## config.mk

```make
export PLATFORM = sky130hd
export DESIGN_NAME = tick_skip_counter
export DESIGN_NICKNAME = d
export VERILOG_FILES = /design/src/rtl/tick_skip_pkg.sv /design/src/rtl/tick_skip_ctrl.sv /design/src/rtl/tick_skip_dp.sv /design/src/rtl/tick_skip_counter.sv
export SDC_FILE = /design/constraint.sdc
export NUM_CORES = 1
export LEC_CHECK = 0
export BUFFER_PORTS_ARGS = -buffer_cell sky130_fd_sc_hd__buf_2
export CAP_MARGIN = 20
export CORE_MARGIN = 8
export CORE_UTILIZATION = 60
export CTS_BUF_LIST = sky130_fd_sc_hd__clkbuf_16
export CTS_CLUSTER_SIZE = 28
export DETAILED_ROUTE_END_ITERATION = 8
export GPL_TIMING_DRIVEN = 0
export PLACE_DENSITY = 0.93
export SLEW_MARGIN = 15
export SYNTH_ARGS = -nofsm -noshare
export SYNTH_HDL_FRONTEND = slang
export SYNTH_SLANG_ARGS = --single-unit
```

## constraint.sdc

```tcl
create_clock -name clk -period 8.3 [get_ports clk]
set_input_delay 0 -clock clk [delete_from_list [all_inputs] [get_ports clk]]
set_output_delay 0 -clock clk [all_outputs]
set_load 0.05 [all_outputs]
```

## src/rtl/tick_skip_pkg.sv

```systemverilog
package tick_skip_pkg;
  localparam int TS_CPUS  = 4;
  localparam int TS_CNT_W = 24;

  // Strobes sent from control to datapath in one cycle
  typedef struct packed {
    logic                tickStep;
    logic [TS_CPUS-1:0]  wrSel;
  } skip_strobe_t;
endpackage

```

## src/rtl/tick_skip_ctrl.sv

```systemverilog
module tick_skip_ctrl
  import tick_skip_pkg::*;
#(
  parameter int SYNC_STAGES = 2,
  parameter int ADDR_W      = 12
) (
  input  logic                clk,
  input  logic                rst_n,
  input  logic                tickIn,
  input  logic [ADDR_W-1:0]   regAddr,
  input  logic                regWrEn,
  output skip_strobe_t        strobe,
  output logic [TS_CPUS-1:0]  rdSel
);
  localparam int TOP = SYNC_STAGES - 1;

  logic [SYNC_STAGES-1:0] syncQ;
  logic                   prevQ;

  always_ff @(posedge clk) begin
    if (!rst_n) begin
      syncQ <= '0;
      prevQ <= 1'b0;
    end else begin
      syncQ <= {syncQ[SYNC_STAGES-2:0], tickIn};
      prevQ <= syncQ[TOP];
    end
  end

  // Register byte offset for processor idx: two pairs, 0x40 apart
  function automatic logic [ADDR_W-1:0] slotOffset(input int idx);
    int v;
    v = (idx < 2) ? (12'h380 + 12'h040 * idx) : (12'h700 + 12'h040 * (idx - 2));
    return ADDR_W'(v);
  endfunction

  logic [TS_CPUS-1:0] hit;
  for (genvar g = 0; g < TS_CPUS; g++) begin : g_dec
    assign hit[g] = (regAddr == slotOffset(g));
  end

  assign rdSel           = hit;
  assign strobe.wrSel    = regWrEn ? hit : '0;
  assign strobe.tickStep = syncQ[TOP] & ~prevQ;


  single_step_chk: assert property (@(posedge clk) disable iff (!rst_n)
    strobe.tickStep |=> !strobe.tickStep);

  one_write_chk: assert property (@(posedge clk) disable iff (!rst_n)
    $onehot0(strobe.wrSel));
endmodule

```

## src/rtl/tick_skip_dp.sv

```systemverilog
module tick_skip_dp
  import tick_skip_pkg::*;
#(
  parameter int CNT_W  = TS_CNT_W,
  parameter int DATA_W = 32
) (
  input  logic                clk,
  input  logic                rst_n,
  input  skip_strobe_t        strobe,
  input  logic [TS_CPUS-1:0]  rdSel,
  input  logic [TS_CPUS-1:0]  cpuPresent,
  input  logic [DATA_W-1:0]   regWrData,
  output logic [DATA_W-1:0]   regRdData,
  output logic [TS_CPUS-1:0]  timerSet
);
  localparam int VAL_W = CNT_W + 1;

  logic [CNT_W-1:0] cntQ  [TS_CPUS];
  logic             ovfQ  [TS_CPUS];
  logic [CNT_W-1:0] loadVal;

  assign loadVal = regWrData[CNT_W-1:0];

  for (genvar g = 0; g < TS_CPUS; g++) begin : g_cpu
    logic [VAL_W-1:0] decVal;
    logic             nextOvf;

    assign decVal  = {ovfQ[g], cntQ[g]} - {{CNT_W{1'b0}}, 1'b1};
    assign nextOvf = decVal[CNT_W] | ovfQ[g];

    always_ff @(posedge clk) begin
      if (!rst_n) begin
        cntQ[g]     <= '0;
        ovfQ[g]     <= 1'b0;
        timerSet[g] <= 1'b0;
      end else begin
        timerSet[g] <= 1'b0;
        if (strobe.wrSel[g]) begin
          cntQ[g] <= loadVal;
          ovfQ[g] <= 1'b0;
        end else if (strobe.tickStep && cpuPresent[g]) begin
          cntQ[g]     <= decVal[CNT_W-1:0];
          ovfQ[g]     <= nextOvf;
          timerSet[g] <= nextOvf;
        end
      end
    end


    sticky_ovf_chk: assert property (@(posedge clk) disable iff (!rst_n)
      (ovfQ[g] && !strobe.wrSel[g]) |=> ovfQ[g]);

    write_load_chk: assert property (@(posedge clk) disable iff (!rst_n)
      strobe.wrSel[g] |=> (!ovfQ[g] && cntQ[g] == $past(loadVal)));

    pulse_ovf_chk: assert property (@(posedge clk) disable iff (!rst_n)
      timerSet[g] |-> ovfQ[g]);

    absent_hold_chk: assert property (@(posedge clk) disable iff (!rst_n)
      (!cpuPresent[g] && !strobe.wrSel[g]) |=> ($stable(cntQ[g]) && !timerSet[g]));
  end

  always_comb begin
    regRdData = '0;
    for (int i = 0; i < TS_CPUS; i++) begin
      if (rdSel[i]) regRdData = DATA_W'({ovfQ[i], cntQ[i]});
    end
  end
endmodule

```

## src/rtl/tick_skip_counter.sv

```systemverilog
module tick_skip_counter
  import tick_skip_pkg::*;
#(
  parameter int CNT_W       = TS_CNT_W,
  parameter int SYNC_STAGES = 2,
  parameter int ADDR_W      = 12,
  parameter int DATA_W      = 32
) (
  input  logic                clk,
  input  logic                rst_n,
  input  logic                tickIn,
  input  logic [TS_CPUS-1:0]  cpuPresent,
  input  logic [ADDR_W-1:0]   regAddr,
  input  logic                regWrEn,
  input  logic [DATA_W-1:0]   regWrData,
  output logic [DATA_W-1:0]   regRdData,
  output logic [TS_CPUS-1:0]  timerSet
);
  skip_strobe_t        strobe;
  logic [TS_CPUS-1:0]  rdSel;

  tick_skip_ctrl #(.SYNC_STAGES(SYNC_STAGES), .ADDR_W(ADDR_W)) u_ctrl (
    .clk(clk), .rst_n(rst_n), .tickIn(tickIn), .regAddr(regAddr),
    .regWrEn(regWrEn), .strobe(strobe), .rdSel(rdSel)
  );

  tick_skip_dp #(.CNT_W(CNT_W), .DATA_W(DATA_W)) u_dp (
    .clk(clk), .rst_n(rst_n), .strobe(strobe), .rdSel(rdSel),
    .cpuPresent(cpuPresent), .regWrData(regWrData),
    .regRdData(regRdData), .timerSet(timerSet)
  );
endmodule

```

== Word level (Yosys, flattened, before mapping) ==
Memory sizes are Yosys's and may differ from the RTL's.
Index checks and enable logic that the tools add are counted.

* RAM bits: 100
* Logic and storage cells: 101
* Register bits: 7
* Bits of input ports: 52
* Output and inout port bits: 36
* Memories: 2

{| class="wikitable"
|+ Memories
! memory !! words !! bits a word !! rd ports !! clocked after Yosys merged registers in !! write ports !! line !! source
|-
| u_dp.cntQ || 4 || 24 || 4 || 0 || 4 || tick_skip_dp.sv:18 || <nowiki>logic [CNT_W-1:0] cntQ [TS_CPUS];</nowiki>
|-
| u_dp.ovfQ || 4 || 1 || 4 || 0 || 4 || tick_skip_dp.sv:19 || <nowiki>logic ovfQ [TS_CPUS];</nowiki>
|}

* Mux-type cells: 50
* Reduce and logical (&&, ||, !) cells: 8
* Equality and inequality tests: 4
* Bitwise gates (word level): 27
* Add/sub/neg operators: 4

{| class="wikitable"
|+ Operators by type and width
! operator !! count
|-
| 24-bit two-way mux || 8
|-
| 25-bit two-way mux || 4
|-
| 25-bit by 1-bit subtractor with 25-bit output (second input constant) || 4
|-
| 1-bit two-way mux || 37
|-
| 12-bit by 10-bit equality test with 1-bit output (second input constant) || 2
|-
| 12-bit by 11-bit equality test with 1-bit output (second input constant) || 2
|-
| 1-bit OR || 20
|-
| 3-bit OR reduction || 4
|-
| 1-bit inverter || 6
|-
| 1-bit logical AND || 4
|-
| 4-bit two-way mux || 1
|-
| 1-bit bitwise AND || 1
|}

== Longest topological paths before layout ==
Gate-level depths: netlist (run 1).

* Depth after elaboration: 8
* Depth in mapped cells: 7
* Gate-level depth less buffers: 7

== Modules after synthesis ==
Synthesis (run 1) repeated with hierarchy kept, for this count alone.

* Cells, all modules: 760
* Area total of the unflattened synthesis: 6934.2 sq um

{| class="wikitable"
|+ By module, submodules not included
! module !! area each (sq um) !! sequential area each (sq um) !! times used !! cells each
|-
| tick_skip_dp || 6730.2 || 3072.9 || 1 || 738
|-
| tick_skip_ctrl || 203.9 || 60.1 || 1 || 22
|}

== Least setup slack after synthesis (run 1) ==
Ideal clock, no wire load.

* Path kind: input-to-reg
* From: input regAddr[1]
* To: memory u_dp.cntQ[3][0] in the netlist's numbering, enable pin
* Library setup time: 0.442 ns
* Setup slack: 5.277 ns
* Required time: 7.858 ns
* Path buffers: 0
* Stages on the path: 3
* Arrival time: 2.582 ns
* Cells stage by stage: nor4_4 -> nand3_1 -> o21ai_0

{| class="wikitable"
|+ RTL lines
! what !! line !! source
|-
| start, declared || tick_skip_counter.sv:13 || <nowiki>input logic [ADDR_W-1:0] regAddr,</nowiki>
|-
| end, declared || tick_skip_dp.sv:18 ||
|}

==> results.yml, run 1 <==
worst_setup_path:
  cp.buffers_inverters: 0
  slowest_stage: "or4_1"
  critPathMaxStageDelay_ns: 0.57
  r2r-end: "u_dp.cntQ[3][13]$_DFFE_PP_"
  critPathKind: "reg -> reg"
  r2r_setup_slack_ns: 5.72
  crit_fanout: 8
  critPathLaunchType: "flip-flop"
  critical_path_required_ns: 8.52
  rr_startpoint: "u_dp.cntQ[3][8]$_DFFE_PP_"
  cp_top_family: "simple AND/OR/NAND/NOR gates"
  reg2reg_depth: 5
  worstPathCellList: "nor4_2 > nand4_1 > or4_1 > a21oi_1 > a21o_1"
  cp-end-kind: "flip-flop"
  crit_arrival_ns: 2.80
  crit_cells: 5
finish:
  final_core_util_pct: 69.1
  nets: 916
  n_antenna_cell: 0
  fill_cells: 843
  syn_to_final_growth_pct: 12.9
  layout-drive-gt1-share_pct: 15.7
synthesis:
  ys_seq_area_share_pct: 45.0
  synthTopCellsByCount: "nand2_1, edfxtp_1, o21ai_1, nor2_1, xnor2_1"
  ys_warn_count: 0
  synth_top_family_by_area: "simple AND/OR/NAND/NOR gates"
  synth-seq-cells: 107
  synthArstFlopShare_pct: 0
  yosysMostFrequentCell: "nand2_1"
  synthMuxAreaShare_pct: 2.32
  syn_area_per_cell_sq_um: 9.12
  yosys.area_share.simple_pct: 24.9
  synth_compound_gate_area_share_pct: 13.9
  synth.distinct_cells: 59
  synthFlopType: "edfxtp_1"
  yosys.area_share.adder_pct: 0.719
  synthesis.instances: 763
  synth_edf_count: 99
  synth_xor_area_share_pct: 10.1
  synthTopCellsByArea: "edfxtp_1, xnor2_1, nand2_1"
  synth_area_leader_cell: "edfxtp_1"
  synth_area_sq_mm: 0.00696
  yosysTopAreaCellShare_pct: 42.7
route:
  routed_wirelength_microns: 20800
  drc: 0
  antenna_left: 0
  wl_per_cell_microns: 20.6
  vias: 6503
  vias_per_cell: 6.45
  drt_iter0_markers: 1132
  drtPass1Iterations: 8
sta:
  slew_headroom_pct: 42.0
  worst_hold_slack_ns: 0.0242
  rsz0062_at_grt: "no"
  finClkSkew_ns: 0.00844
  setup_viol: 0
  tightest_slew_ns: 0.863
  fin_crit_sh_pct: 31.1
  tns_ns: 0
  drv_slew: 0
  finalHoldViolCount: 0
  fmax_mhz: 388
  layout_min_cycle_time_ns: 2.58
power_and_ir_drop:
  leakage_nw: 2.79
  powerDensity_mw_per_mm2: 148
  ir_worst_vdd_uv: 99.9
floorplanning:
  start_util_pct: 61.2
  die_x_microns: 124
  die_h_microns: 124
  die-area_sq_mm: 0.0153
  core_sq_mm: 0.0114
  io_pins: 88
  num_rows: 39
run:
  cap_violations: 0
cts:
  clk_path_buf_depth: 2
  htreeDepth: 3
  post-cts-setup-buffer-count: 0
  numCtsBuffers: 9
  clkSlewWorstSetupHoldPaths_ns: 0.07
  cts_tree: "built"
  clk_latency_ns: 0.35
  root_buffer: "clkbuf_16"
  cts_sinks: 107
  cts_resized: 0
grt:
  grt_pass1_vias: 6156
  grt-ovfl-total: 0
  antenna_found_initial: 0
  grt_max_degree: 26
  grt_first_pass_wirelength_microns: 32100
  grt_usage_pct: 27.5
place:
  io_buffers: 72
  dp_hpwl_microns: 15800
  gp_congestion: 1.01
hold_path:
  hp-class: "in -> reg"
  min_path_cells: 3
  hold_end: "u_dp.cntQ[3][3]$_DFFE_PP_"
  hp-start: "regWrData[3]"
outcome:
  status: "complete, no violations"
[layout make-up]
| cell class | count | area [sq um] | share of cell area [%] |
|---|---|---|---|
| plain buffers | 38 | 183 | 2.32 |
| well taps | 143 | 179 | 2.28 |
| clock inverters | 7 | 31.3 | 0.398 |
| flip-flops and latches | 107 | 3130 | 39.9 |
| repair buffers | 80 | 430 | 5.48 |
| clock buffers | 9 | 225 | 2.86 |
| inverters | 9 | 33.8 | 0.430 |
| multi-input cells | 615 | 3650 | 46.4 |
[worst max-delay path by stage]
stage                                               end                          start  slack, ns
after global placement        u_dp.cntQ[3][1]$_DFFE_PP_                     regAddr[1]       4.09
after floorplan               u_dp.cntQ[3][0]$_DFFE_PP_                     regAddr[1]       5.28
after detailed placement      u_dp.cntQ[1][2]$_DFFE_PP_                     regAddr[6]       5.71
final                        u_dp.cntQ[3][13]$_DFFE_PP_      u_dp.cntQ[3][8]$_DFFE_PP_       5.72
after global routing         u_dp.cntQ[3][13]$_DFFE_PP_      u_dp.cntQ[3][8]$_DFFE_PP_       5.66
after CTS                 u_dp.cntQ[2][7]$_SDFFCE_PN0P_  u_dp.cntQ[2][2]$_SDFFCE_PN0P_       5.82
[stage by stage]
stage / power [mW] / instance area [sq um] / cells / worst slack, ns
finish: 1.16 / 7860 / 1008 / 5.72
global route: 1.19 / 7860 / 1008 / 5.66
CTS: 1.16 / 7860 / 1008 / 5.82
detailed placement: 0.777 / 7590 / 991 / 5.71
global placement: 0.771 / 7520 / 984 / 4.09
floorplan: 0.726 / 6980 / 769 / 5.28
[worst min-delay path, cell delays in order]
cell     delay (ns)
buf_2          0.14
nand2_1        0.06
o21ai_1        0.06
[metal layers]
layer | share of wire [%] | vias to the layer above | global-route usage, % | wire length, microns
met2 | 46 | 493 | 43.4 | 9550
met4 | 4.1 | 0 | 12.3 | 855
met1 | 37 | 2991 | 35.1 | 7670
met3 | 13 | 81 | 6.94 | 2720
li1 | - | 2938 | - | -
met5 | 0 | - | 0 | 0
[power breakdown]
part	switching (mW)	leakage (nW)	total (mW)	internal [mW]
Clock	0.193	0.134	0.391	0.198
Combinational	0.0817	1.56	0.129	0.0468
Sequential	0.0311	1.09	0.644	0.613
[kinds of logic (layout without fill, tap and decap cells)]
family                     count (synthesis)  count (layout)
adders and majority gates                  4               4
AOI/OAI and AO/OA                        170             170
xor gates and xnor gates                  80              80
muxes                                     16              16
other                                      1               7
buffers and inverters                     47             143
DFF                                      107             107
and+or+nand+nor                          338             338
[cells in the final DEF (no fill, tap or decap), types with 3 or more instances in the layout]
| cell | synthesis | routed |
|---|---|---|
| a21boi_0 | 3 | 3 |
| a21o_1 | 6 | 6 |
| a21oi_1 | 48 | 48 |
| a221oi_1 | 9 | 9 |
| and2_1 | 3 | 3 |
| buf_2 | 11 | 83 |
| buf_4 | 7 | 13 |
| clkbuf_1 | 19 | 19 |
| clkbuf_16 | 0 | 9 |
| conb_1 | 1 | 7 |
| dfxtp_1 | 8 | 8 |
| edfxtp_1 | 99 | 99 |
| ha_1 | 4 | 4 |
| inv_1 | 9 | 12 |
| mux2i_1 | 15 | 15 |
| nand2_1 | 122 | 122 |
| nand2b_1 | 6 | 6 |
| nand3_1 | 14 | 14 |
| nand4_1 | 10 | 10 |
| nor2_1 | 86 | 86 |
| nor2b_1 | 3 | 3 |
| nor3_1 | 31 | 31 |
| nor4_1 | 17 | 17 |
| nor4_2 | 7 | 7 |
| o21ai_1 | 90 | 90 |
| o31ai_1 | 3 | 3 |
| or3_1 | 5 | 5 |
| or4_1 | 7 | 7 |
| xnor2_1 | 55 | 55 |
| xor2_1 | 25 | 25 |
[state kept, by name, indices dropped and copies added, names as in the netlist]
signal / cells
u_dp.cntQ: 96
u_dp.ovfQ: 4
u_dp.timerSet: 4
u_ctrl.syncQ: 2
u_ctrl.prevQ: 1
[what timing repair did]
item	in CTS	in global routing
hold endpoints to repair	1	0
endpoints found under the setup margin	0	0
hold buffers	1	0
(Power assumes the default switching activity.)
==> run 2, diff against run 1 <==
Settings changed: ABC_AREA set to 1, PLACE_DENSITY 0.93 to 0.92.
Clock period 8.3 ns to 2.4 ns, I/O delays scaled along.
==> results.yml, run 2 <==
synthesis:
  synth_compound_gate_area_share_pct: 6.41
  synthMuxAreaShare_pct: 0
  syn_area_per_cell_sq_um: 6.67
  yosysMostFrequentCell: "nand2_1"
  yosys.area_share.adder_pct: 0.616
  synth_area_sq_mm: 0.00812
  synth_area_leader_cell: "edfxtp_1"
  synthArstFlopShare_pct: 0
  yosys.area_share.simple_pct: 40.0
  synth_edf_count: 99
  synth-seq-cells: 107
  ys_warn_count: 0
  synth.distinct_cells: 33
  synthTopCellsByCount: "nand2_1, nor2_1, inv_1, edfxtp_1, nand3_1"
  synth_xor_area_share_pct: 5.29
  synthTopCellsByArea: "edfxtp_1, nand2_1, nor2_1"
  synthesis.instances: 1217
  yosysTopAreaCellShare_pct: 36.6
  synth_top_family_by_area: "simple AND/OR/NAND/NOR gates"
  synthFlopType: "edfxtp_1"
  ys_seq_area_share_pct: 38.6
hold_path:
  hp-start: "regWrData[16]"
  hp-class: "in -> reg"
finish:
  seq_area_sq_mm: 0.00313
  instances_no_fill: 1498
  fill_cells: 1207
  syn_to_final_growth_pct: 12.7
  most-common-layout-cells: "nand2_1, nor2_1, inv_1"
  top_register: "u_dp.cntQ"
  reg_top3: "u_dp.cntQ (96), u_dp.ovfQ (4), u_dp.timerSet (4)"
  final_common_cell: "nand2_1"
  multiInputGateArea_sq_mm: 0.00428
  final_core_util_pct: 69.1
  nets: 1372
  layout-drive-gt1-share_pct: 10.1
  largest_reg_flops: 96
sta:
  fmax_mhz: 470
  layout_min_cycle_time_ns: 2.13
  drv_slew: 0
  tns_ns: 0
  finalHoldViolCount: 0
  setup_viol: 0
  finClkSkew_ns: 0.0107
  setup_ws_ns: 0.274
  rsz0062_at_grt: "no"
  tightest_slew_ns: 0.666
  fin_crit_sh_pct: 88.6
  slew_headroom_pct: 55.5
route:
  wl_per_cell_microns: 19.5
  drt_iter0_markers: 1456
  vias: 8588
  routed_wirelength_microns: 29200
  drtPass1Iterations: 5
  antenna_left: 0
  vias_per_cell: 5.73
  drc: 0
cts:
  clkSlewWorstSetupHoldPaths_ns: 0.07
  cts_sinks: 107
  clk_path_buf_depth: 2
  cts_tree: "built"
  numCtsBuffers: 9
  clk_latency_ns: 0.36
  root_buffer: "clkbuf_16"
  htreeDepth: 3
  cts_resized: 0
power_and_ir_drop:
  pwr-share-seq_pct: 50.9
  switchingPower_mw: 1.21
  ir_worst_vdd_uv: 403
  leakage_nw: 4.35
  power_mw: 4.39
  powerDensity_mw_per_mm2: 480
  pwr-share-clk_pct: 36.0
  comb_power_share_pct: 13.1
  power.share.switching_pct: 27.4
  intPower_mw: 3.19
grt:
  antenna_found_initial: 1
  grt_pass1_vias: 8172
  grt_max_degree: 26
  grt_first_pass_wirelength_microns: 44000
  grt-ovfl-total: 0
  grt_usage_pct: 32.8
floorplanning:
  core_sq_mm: 0.0132
  die_h_microns: 132
  io_pins: 88
  start_util_pct: 61.3
  die_x_microns: 132
  num_rows: 42
  die-area_sq_mm: 0.0175
place:
  dp_hpwl_microns: 22600
  io_buffers: 71
  place_ws_ns: 0.177
  placed_cells: 1472
  gp_congestion: 1.16
worst_setup_path:
  critPathKind: "in -> reg"
  critPathLaunchType: "input port"
  crit_arrival_ns: 2.24
  rr_startpoint: "u_dp.cntQ[0][0]$_DFFE_PP_"
  crit_fanout: 14
  cp-startpoint: "rst_n"
  slowest_stage: "nand3_1"
  critPathMaxStageDelay_ns: 0.64
  worstPathCellList: "dlygate4sd3_1 > buf_2 > clkbuf_1 > nand3_1 > buf_8"
  cp-end-kind: "flip-flop"
  critical_path_required_ns: 2.52
outcome:
  status: "complete, no violations"
run:
  cap_violations: 0
-- run 2: changes by cell type in the layout (fill, tap and decap cells not counted), sizes merged, moves of 15 or more --
cell / before / now
nand2: 123 / 429
xnor2: 55 / 23
nor2: 86 / 226
nand4: 10 / 59
o21ai: 94 / 67
nand3: 16 / 64
mux2i: 15 / 0
nor4: 26 / 0
a21oi: 48 / 20
nor3: 34 / 3
inv: 12 / 137
-- run 2: worst max-delay path, delay by kind of cell --
kind | cells | cell delay (ns)
buf+inv | 4 | 1.58
simple gates | 1 | 0.64
-- run 2: timing repair --
action	4_1_cts	5_1_grt
hold buffers	9	0
hold endpoints to repair	11	0
setup buffers	0	0
-- run 2: cell families after synthesis --
group | count (synthesis)
xor gates and xnor gates | 49
DFF | 107
other | 1
AOI/OAI and AO/OA | 99
and+or+nand+nor | 785
buffers and inverters | 172
adders and majority gates | 4
-- run 2: area by class of cell --
type / count / area share, %
clock buffers: 9 / 2.46
diodes: 1 / 0.0273
inverters: 134 / 5.49
clock inverters: 7 / 0.861
multi-input cells: 944 / 46.8
flip-flops and latches: 107 / 34.2
plain buffers: 38 / 2.56
well taps: 176 / 2.41
repair buffers: 82 / 5.19
-- run 2: worst paths after layout --
| check | to | slack (ns) | depth (start not counted) |
|---|---|---|---|
| max | u_dp.cntQ[3][23]$_DFFE_PP_ | 0.27 | 5 |
| min | u_dp.cntQ[2][16]$_SDFFCE_PN0P_ | 0.05 | 3 |
| max reg2reg | u_dp.cntQ[0][16]$_DFFE_PP_ | 0.31 | 8 |
| min reg2reg | u_ctrl.syncQ[1]$_SDFF_PN0_ | 0.42 | 2 |
-- run 2: through the flow --
| stage | area, sq um | hold WS [ns] |
|---|---|---|
| floorplan | 8140 | 0.0976 |
| finish | 9160 | 0.0500 |
| CTS | 9140 | 0.0275 |
| global route | 9160 | 0.0589 |
| global placement | 8720 | 0.188 |
| detailed placement | 8750 | 0.187 |
-- run 2: power groups by stage --
stage	clock, mW	combinational, mW	sequential [mW]
floorplan	0	0.353	2.23
global placement	0	0.526	2.27
detailed placement	0	0.543	2.27
CTS	1.57	0.559	2.23
global route	1.62	0.628	2.24
finish	1.58	0.577	2.23
-- run 2: metal layers --
layer	GRT usage [%]	up-vias	routed length (microns)
li1	-	4107	-
met1	40.6	3862	11300
met2	49.0	534	12400
met3	8.77	85	3460
met4	22.2	0	1940
met5	0	-	0
